==> src/rtl/pmu_pkg.sv <==
package pmu_pkg;
  // event selector codes
  localparam logic [7:0] EV_TRIG0    = 8'h20;
  localparam logic [7:0] EV_TRIG1    = 8'h21;
  localparam logic [7:0] EV_TRIG_ANY = 8'h22;
  localparam logic [7:0] EV_CALL     = 8'h23;
  localparam logic [7:0] EV_RET      = 8'h24;
  localparam logic [7:0] EV_RET_HIT  = 8'h25;
  localparam logic [7:0] EV_RET_MISS = 8'h26;
  localparam logic [7:0] EV_WB_DRAIN = 8'h12;
  localparam logic [7:0] EV_CYCLE    = 8'hFF;

  // positions on the event pulse bus
  localparam int EB_TRIG0 = 0;
  localparam int EB_TRIG1 = 1;
  localparam int EB_CALL  = 2;
  localparam int EB_RET   = 3;
  localparam int EB_HIT   = 4;
  localparam int EB_MISS  = 5;
  localparam int EB_DRAIN = 6;
  localparam int EVT_W    = 7;

  // control word fields
  localparam int CB_EN      = 0;
  localparam int CB_CLR_EV  = 1;
  localparam int CB_CLR_CYC = 2;
  localparam int CB_PRE     = 3;
  localparam int CB_IE_LO   = 4;
  localparam int CB_OVF_LO  = 8;
  localparam int CB_SEL0_LO = 16;
  localparam int CB_SEL1_LO = 24;

  // counter index: 0 = event 0, 1 = event 1, 2 = cycle
  localparam int NCNT = 3;

  typedef enum logic [1:0] {
    RA_CTRL = 2'd0,
    RA_CYC  = 2'd1,
    RA_EV0  = 2'd2,
    RA_EV1  = 2'd3
  } reg_addr_e;
endpackage

==> src/rtl/pmu_event_decode.sv <==
module pmu_event_decode
  import pmu_pkg::*;
(
  input  logic [7:0]       sel,
  input  logic [EVT_W-1:0] evt,
  output logic [1:0]       inc
);
  always_comb begin
    unique case (sel)
      EV_TRIG0:    inc = {1'b0, evt[EB_TRIG0]};
      EV_TRIG1:    inc = {1'b0, evt[EB_TRIG1]};
      EV_TRIG_ANY: inc = {1'b0, evt[EB_TRIG0]} + {1'b0, evt[EB_TRIG1]};
      EV_CALL:     inc = {1'b0, evt[EB_CALL]};
      EV_RET:      inc = {1'b0, evt[EB_RET]};
      EV_RET_HIT:  inc = {1'b0, evt[EB_HIT]};
      EV_RET_MISS: inc = {1'b0, evt[EB_MISS]};
      EV_WB_DRAIN: inc = {1'b0, evt[EB_DRAIN]};
      EV_CYCLE:    inc = 2'd1;
      default:     inc = 2'd0;
    endcase
  end

  always_comb begin
    if (inc == 2'd2) begin
      assert_double_step_R7: assert (sel == EV_TRIG_ANY && evt[1:0] == 2'b11);
    end
  end
endmodule

==> src/rtl/pmu_prescale.sv <==
module pmu_prescale #(
  parameter int PRE_W = 6
) (
  input  logic clk,
  input  logic rst_n,
  input  logic en,
  input  logic mode,
  input  logic clr,
  output logic tick
);
  logic [PRE_W-1:0] pre_q;

  assign tick = en && (!mode || (pre_q == '1));

  always_ff @(posedge clk) begin
    if (!rst_n)           pre_q <= '0;
    else if (clr || !mode) pre_q <= '0;
    else if (en)          pre_q <= pre_q + 1'b1;
  end

  assert_divided_gap_R5: assert property (@(posedge clk) disable iff (!rst_n)
    (mode && tick) |=> !(mode && tick));
endmodule

==> src/rtl/pmu_counter.sv <==
module pmu_counter #(
  parameter int W = 32
) (
  input  logic         clk,
  input  logic         rst_n,
  input  logic         en,
  input  logic [1:0]   inc,
  input  logic         wr,
  input  logic [W-1:0] wdata,
  input  logic         clr,
  output logic [W-1:0] cnt,
  output logic         wrap
);
  logic [W-1:0] cnt_q;
  logic [W:0]   sum;

  assign sum  = {1'b0, cnt_q} + (W+1)'(inc);
  assign wrap = en && !wr && !clr && sum[W];
  assign cnt  = cnt_q;

  always_ff @(posedge clk) begin
    if (!rst_n)   cnt_q <= '0;
    else if (wr)  cnt_q <= wdata;
    else if (clr) cnt_q <= '0;
    else if (en)  cnt_q <= sum[W-1:0];
  end

  assert_write_wins_R11: assert property (@(posedge clk) disable iff (!rst_n)
    wr |=> cnt_q == $past(wdata));
  assert_clear_zero_R3: assert property (@(posedge clk) disable iff (!rst_n)
    (clr && !wr) |=> cnt_q == '0);
  assert_hold_off_R2: assert property (@(posedge clk) disable iff (!rst_n)
    (!en && !wr && !clr) |=> $stable(cnt_q));
endmodule

==> src/rtl/perf_monitor_unit.sv <==
module perf_monitor_unit
  import pmu_pkg::*;
#(
  parameter int CNT_W = 32,
  parameter int PRE_W = 6
) (
  input  logic             clk,
  input  logic             rst_n,
  input  logic [1:0]       reg_addr,
  input  logic             reg_wr,
  input  logic [31:0]      reg_wdata,
  output logic [31:0]      reg_rdata,
  input  logic [EVT_W-1:0] evt_pulse,
  output logic             irq
);
  logic            en_q, pre_q;
  logic [NCNT-1:0] ie_q, ovf_q, wrap_v, clr_mask;
  logic [7:0]      sel_q [2];
  logic [CNT_W-1:0] cnt_v [NCNT];
  logic            ctrl_wr, clr_ev, clr_cyc, cyc_tick;

  assign ctrl_wr  = reg_wr && (reg_addr == RA_CTRL);
  assign clr_ev   = ctrl_wr && reg_wdata[CB_CLR_EV];
  assign clr_cyc  = ctrl_wr && reg_wdata[CB_CLR_CYC];
  assign clr_mask = ctrl_wr ? reg_wdata[CB_OVF_LO +: NCNT] : '0;

  // event counters
  for (genvar i = 0; i < 2; i++) begin : g_ev
    logic [1:0] ev_inc;
    pmu_event_decode u_dec (
      .sel (sel_q[i]),
      .evt (evt_pulse),
      .inc (ev_inc)
    );
    pmu_counter #(.W(CNT_W)) u_cnt (
      .clk   (clk),
      .rst_n (rst_n),
      .en    (en_q),
      .inc   (ev_inc),
      .wr    (reg_wr && (reg_addr == (i == 0 ? RA_EV0 : RA_EV1))),
      .wdata (reg_wdata[CNT_W-1:0]),
      .clr   (clr_ev),
      .cnt   (cnt_v[i]),
      .wrap  (wrap_v[i])
    );
  end

  // cycle counter behind the prescaler
  pmu_prescale #(.PRE_W(PRE_W)) u_pre (
    .clk   (clk),
    .rst_n (rst_n),
    .en    (en_q),
    .mode  (pre_q),
    .clr   (clr_cyc),
    .tick  (cyc_tick)
  );

  pmu_counter #(.W(CNT_W)) u_cyc (
    .clk   (clk),
    .rst_n (rst_n),
    .en    (en_q),
    .inc   ({1'b0, cyc_tick}),
    .wr    (reg_wr && (reg_addr == RA_CYC)),
    .wdata (reg_wdata[CNT_W-1:0]),
    .clr   (clr_cyc),
    .cnt   (cnt_v[2]),
    .wrap  (wrap_v[2])
  );

  always_ff @(posedge clk) begin
    if (!rst_n) begin
      en_q     <= 1'b0;
      pre_q    <= 1'b0;
      ie_q     <= '0;
      ovf_q    <= '0;
      sel_q[0] <= '0;
      sel_q[1] <= '0;
    end else begin
      ovf_q <= (ovf_q & ~clr_mask) | wrap_v;
      if (ctrl_wr) begin
        en_q     <= reg_wdata[CB_EN];
        pre_q    <= reg_wdata[CB_PRE];
        ie_q     <= reg_wdata[CB_IE_LO +: NCNT];
        sel_q[0] <= reg_wdata[CB_SEL0_LO +: 8];
        sel_q[1] <= reg_wdata[CB_SEL1_LO +: 8];
      end
    end
  end

  assign irq = |(ovf_q & ie_q);

  always_comb begin
    unique case (reg_addr)
      RA_CTRL: reg_rdata = {sel_q[1], sel_q[0], 5'b0, ovf_q, 1'b0, ie_q,
                            pre_q, 2'b00, en_q};
      RA_CYC:  reg_rdata = 32'(cnt_v[2]);
      RA_EV0:  reg_rdata = 32'(cnt_v[0]);
      default: reg_rdata = 32'(cnt_v[1]);
    endcase
  end

  assert_flag_sticky_R9: assert property (@(posedge clk) disable iff (!rst_n)
    1'b1 |=> (($past(ovf_q & ~clr_mask) & ~ovf_q) == '0));
  assert_wrap_flags_R9: assert property (@(posedge clk) disable iff (!rst_n)
    1'b1 |=> (($past(wrap_v) & ~ovf_q) == '0));
endmodule

==> config.mk <==
export PLATFORM = sky130hd
export DESIGN_NAME = perf_monitor_unit
export DESIGN_NICKNAME = d
export VERILOG_FILES = /design/src/rtl/pmu_pkg.sv /design/src/rtl/pmu_event_decode.sv /design/src/rtl/pmu_prescale.sv /design/src/rtl/pmu_counter.sv /design/src/rtl/perf_monitor_unit.sv
export SDC_FILE = /design/constraint.sdc
export NUM_CORES = 1
export LEC_CHECK = 0
export ABC_AREA = 0
export BUFFER_PORTS_ARGS = -buffer_cell sky130_fd_sc_hd__buf_2
export CORE_MARGIN = 5
export CORE_UTILIZATION = 30
export CTS_CLUSTER_DIAMETER = 60
export DETAILED_ROUTE_END_ITERATION = 8
export REMOVE_ABC_BUFFERS = 1
export SLEW_MARGIN = 20
export SYNTH_ARGS = -nofsm -noshare
export SYNTH_HDL_FRONTEND = slang
export SYNTH_HIERARCHICAL = 1
export SYNTH_SLANG_ARGS = --single-unit
==> constraint.sdc <==
create_clock -name clk -period 10.8 [get_ports clk]
set_clock_uncertainty 0.2 [all_clocks]
set_input_delay 2.16 -clock clk [delete_from_list [all_inputs] [get_ports clk]]
set_output_delay 2.16 -clock clk [all_outputs]
set_load 0.005 [all_outputs]
==> flow_summary.ini, run 1 <==
[global_route]
met2_usage_pct = 29.3
track_usage_pct = 20.1
grt_max_degree = 43
busiest_layer = met2
grt_pass1_wl_mm = 51.5
grt_use_met1_pct = 29.1
grt-ovfl-total = 0
grt_pass1_vias = 8213
antenna_found_initial = 0
use_met3_pct = 4.38

[timing]
fin_ws_ps = 4640
max_slew_margin_pct = 23.9
fin_crit_sh_pct = 57.0
drv_slew = 0
period_needed_ps = 6160
rsz0062_at_grt = false
final_hold_viol_count = 0
fmax_mhz = 162
timing.setup.tns_ps = 0
finalSetupViolCount = 0
worstMarginPinSlew_ps = 1140

[setup_path]
critPathMaxStageDelay_ps = 690
critPathMostFrequentCell = buf_2
slowest_stage = nor2b_1
cp_cell_sequence = buf_2 -> buf_4 -> nor2b_1 -> a22o_1 -> buf_2
start_kind = input pin
rr_worst_depth = 11
timing.rr.end = ovf_q[1]
cp.required_ps = 8440
end_kind = primary output
cp_data_arrival_time_ps = 3800
crit_fanout = 37
path_class = input pin to primary output
r2r_start = sel_q[0][15]
r2r_slack_ps = 6610

[logic_synthesis]
synthCells = 1016
synth-edff-count = 16
avgSynthCellArea_um2 = 8.57
synth_cell_types = 88
synthArstFlopShare_pct = 0
ys_ff_latch = 126
netlist_area_um2 = 8710
synth_flop_cell = dfxtp_1
yosysSeqAreaShare_pct = 30.8
synth_warnings = 6

[placement]
place_congestion = 0.971
pre_cts_slack_ps = 4590
dp_hpwl_mm = 24.7
port_buffers = 76
place_area_um2 = 9220

[die]
ios = 77
dieHeight_um = 180
die_area_um2 = 32500
rows = 62
core_area_um2 = 28700
die_w_um = 180
start_util_pct = 30.3

[cts]
clock_sinks = 126
clockRootBuffer = clkbuf_16
cts_buffers = 17
clkTransAtPathRegs_ps = 60
cts_buffer_depth = 2
clock_latency_ps = 420
cts_hold_buffers = 0
postCtsSetupBuffers = 0
htreeDepth = 4
post_cts_resized = 0
cts_tree = done

[detailed_routing]
num_vias = 9016
ant_nets = 0
routedWlPerCell_um = 23.5
viasPerCell = 6.24
drc_errors = 0
drtPass1Iterations = 8
drt-initial-drc-count = 1469
finalWirelength_mm = 34.0

[cells_and_area]
final_common_cell = nand2_1
fill_cells = 2994
final_nets = 1104
antenna_cells = 0
drive_above_1_share_pct = 17.8
register_area_um2 = 2680
final_area_um2 = 9850
layout_common_cells = 117 x nand2_1, 109 x dfxtp_1, 76 x buf_2
syn2layout_area_growth_pct = 13.2
multi_input_area_um2 = 5550

[flow_run]
maxCapViolations = 0

[min_path]
whs_endpoint = ie_q[1]
worstHoldStart = ie_q[1]
hp-class = flip-flop to flip-flop
hold_depth = 2

[pwr]
leakagePower_nw = 3.51
ir_worst_vdd_mv = 0.0881
pwr_density_cell_nw_per_um2 = 132

[status]
status = complete, no violations
[metrics by stage]
| step | hold slack [ps] | total power, W | instances | util (%) |
|---|---|---|---|---|
| after floorplan | 244 | 0.000605 | 943 | - |
| after global placement | 267 | 0.000687 | 1413 | 32.1 |
| after detailed placement | 271 | 0.000688 | 1413 | 32.1 |
| after CTS | 286 | 0.00130 | 1445 | 34.3 |
| after global routing | 319 | 0.00134 | 1445 | 34.3 |
| final | 286 | 0.00130 | 1445 | 34.3 |
[final cells by class]
class                      instances  area share (%)
multi-input combinational        801            56.3
sequential                       126            27.2
tap                              384            4.88
timing repair buffer              86            4.62
clock buffer                      18            4.36
clock inverter                    14            1.97
inverter                          16           0.610
[state kept, by name, indices dropped and copies added, names as in the netlist]
register        flops
g_ev.u_cnt/cnt     64
en_q                1
u_pre/pre_q         6
ovf_q               3
pre_q               1
sel_q              16
u_cyc/cnt          32
ie_q                3
[logic make-up (layout without fill, tap and decap cells)]
kind of cell    after synthesis  count (layout)  share of synthesized area [%]
compound gates              256             256                           20.2
xor+xnor                     19              19                           1.91
fa+ha+maj                    12              12                           1.98
buf+inv                      90             134                           5.78
flops                       126             126                           30.8
mux                          43              43                           9.14
other cells                   1               2                         0.0431
simple gates                469             469                           30.1
[power by group]
part | internal, W | switching (W)
combinational | 0.0000583 | 0.0000913
sequential | 0.000496 | 0.0000390
clock | 0.000386 | 0.000231
total | 0.000940 | 0.000362
[worst max-delay path by stage]
stage | start | to | slack [ps] | cells after the start
finish | reg_addr[1] | reg_rdata[7] | 4640 | 5
global route | reg_addr[1] | reg_rdata[1] | 4490 | 5
CTS | reg_addr[1] | reg_rdata[1] | 4590 | 5
detailed placement | reg_addr[1] | reg_rdata[1] | 4590 | 5
global placement | reg_addr[1] | reg_rdata[13] | 4630 | 5
floorplan | reg_addr[1] | reg_rdata[12] | 5730 | 2
[cells in the mapped netlist, types with 10 or more instances]
| cell type | instances | area share [%] |
|---|---|---|
| nor3_1 | 34 | 2.0 |
| o21ai_0 | 56 | 3.2 |
| dfxtp_1 | 110 | 25 |
| a21oi_1 | 53 | 3.0 |
| nand4_1 | 45 | 3.2 |
| and3_1 | 41 | 2.9 |
| inv_1 | 14 | 0.60 |
| a31oi_1 | 14 | 1.0 |
| and2_1 | 16 | 1.1 |
| nor4_1 | 12 | 0.86 |
| clkbuf_1 | 39 | 1.7 |
| o211ai_1 | 21 | 1.8 |
| or4_1 | 13 | 1.1 |
| mux4_2 | 24 | 6.2 |
| edfxtp_1 | 16 | 5.5 |
| nand3_1 | 67 | 3.9 |
| and4_1 | 17 | 1.7 |
| buf_6 | 11 | 1.4 |
| xor2_1 | 10 | 1.0 |
| nor2_1 | 46 | 2.0 |
| nand2_1 | 117 | 5.0 |
| a22o_1 | 12 | 1.2 |
| a221o_1 | 11 | 1.3 |
[routing by layer]
metal  up-vias  part of all wire (%)
met3        67                   9.1
met4         0                   3.7
met5         -                     0
met1      4409                    45
met2       502                    43
li1       4038                     -
[worst max-delay path, delay by kind of cell]
kind	cells	cell delay, ps
AO/OA/AOI/OAI	1	260
buffers and inverters	3	640
AND/OR/NAND/NOR	1	690
Power figures use the tool's default switching activity.
==> run 2, diff against run 1 <==
Clock period 10.8 ns to 6.25 ns, I/O delays scaled along.
==> flow_summary.ini, run 2 (same netlist as run 1, synthesis figures left out) <==
[status]
status = complete, no violations

[pwr]
ir_worst_vdd_mv = 0.178
pwr_density_cell_nw_per_um2 = 227
total_power_w = 0.00223
leakagePower_nw = 3.51

[die]
core_area_um2 = 28700
ios = 77
die_area_um2 = 32500
start_util_pct = 30.3
dieHeight_um = 180
die_w_um = 180
rows = 62

[detailed_routing]
drtPass1Iterations = 5
num_vias = 9014
ant_nets = 0
drc_errors = 0
routedWlPerCell_um = 23.1
viasPerCell = 6.24
drt-initial-drc-count = 1192
finalWirelength_mm = 33.4

[placement]
port_buffers = 76
dp_hpwl_mm = 24.7
place_congestion = 0.957
post-place-cells = 1413

[cts]
cts_buffer_depth = 2
cts_buffers = 17
clock_sinks = 126
htreeDepth = 4
clockRootBuffer = clkbuf_16
clkTransAtPathRegs_ps = 60
clock_latency_ps = 430
cts_tree = done
cts_hold_buffers = 0
post_cts_resized = 0
postCtsSetupBuffers = 0

[setup_path]
critPathMaxStageDelay_ps = 690
crit_buf_inv = 1
cp_data_arrival_time_ps = 4540
end_kind = flip-flop
critPathMostFrequentCell = ha_1
start_kind = input pin
slowest_stage = nor4_2
critPathTopFamily = simple AND/OR/NAND/NOR gates
path_class = input pin to flip-flop
cp.required_ps = 6360
cp_cell_sequence = buf_2 -> ha_1 -> mux4_2 -> o211ai_2 -> o211ai_1 -> ha_1 -> fa_1 -> nand4_1 -> nor4_2 -> nand3_1 -> a211oi_1 -> nor3_1
crit_fanout = 6

[cells_and_area]
fill_cells = 2999
drive_above_1_share_pct = 17.9
final_nets = 1104
antenna_cells = 0
final_common_cell = nand2_1
syn2layout_area_growth_pct = 12.9
layout_common_cells = 117 x nand2_1, 109 x dfxtp_1, 76 x buf_2
layout.cells.non_filler = 1445
largest_reg_flops = 64

[timing]
fmax_mhz = 225
worstMarginPinSlew_ps = 1190
fin_crit_sh_pct = 71.0
drv_slew = 0
final_hold_viol_count = 0
max_slew_margin_pct = 20.1
period_needed_ps = 4430
finalSetupViolCount = 0
timing.setup.tns_ps = 0
rsz0062_at_grt = false

[global_route]
track_usage_pct = 19.8
antenna_found_initial = 2
grt-ovfl-total = 0
grt_max_degree = 34
grt_pass1_wl_mm = 50.4
grt_pass1_vias = 8166

[flow_run]
maxCapViolations = 0

[min_path]
hp-class = flip-flop to flip-flop
[run 2: through the flow]
stage          hold slack, ps  util [%]  setup slack (ps)  area [um2]
3_3_place_gp              260      32.1              1620        9220
3_5_place_dp              285      32.1              1540        9220
5_1_grt                   313      34.3              1720        9830
6_report                  289      34.3              1820        9830
2_1_floorplan             244         -              2290        8270
4_1_cts                   288      34.2              1870        9830
[run 2: final timing paths]
| path | startpoint | endpoint | slack, ps | depth (start not counted) |
|---|---|---|---|---|
| worst max register to register | sel_q[0][4] | g_ev[0].u_cnt/cnt[24] | 2220 | 10 |
| worst min-delay path | ie_q[1] | ie_q[1] | 290 | 2 |
| worst min register to register | ie_q[1] | ie_q[1] | 290 | 2 |
| worst max-delay path | evt_pulse[0] | g_ev[0].u_cnt/cnt[24] | 1820 | 12 |
[run 2: area by class of cell]
cell class              instances  area, um2  share of cell area, %
repair buffers                 86        455                   4.63
multi-input cells             801       5540                   56.4
clock buffers                  17        425                   4.33
inverters                      16       60.1                  0.611
flip-flops and latches        126       2680                   27.3
well taps                     384        480                   4.89
clock inverters                15        185                   1.88
[run 2: worst register-to-register path: cells and delay by family (launching register included)]
| kind | cells | cell delay, ps |
|---|---|---|
| AOI/OAI and AO/OA | 3 | 850 |
| adders and majority gates | 2 | 670 |
| DFF | 1 | 460 |
| and+or+nand+nor | 5 | 1740 |
[run 2: routing by layer]
metal | track usage [%] | vias up | wire length (um)
met4 | 7.17 | 2 | 1070
li1 | - | 4034 | -
met1 | 28.3 | 4334 | 14200
met2 | 28.9 | 575 | 14400
met3 | 4.88 | 69 | 3650
met5 | 0 | - | 11
[run 2: power breakdown]
part           internal (W)  leakage (nW)  total (W)  switching, W
Sequential         0.000856          1.05   0.000919     0.0000623
Combinational      0.000101          2.17   0.000262      0.000161
Clock              0.000634         0.295    0.00105      0.000415
Total               0.00159          3.51    0.00223      0.000638
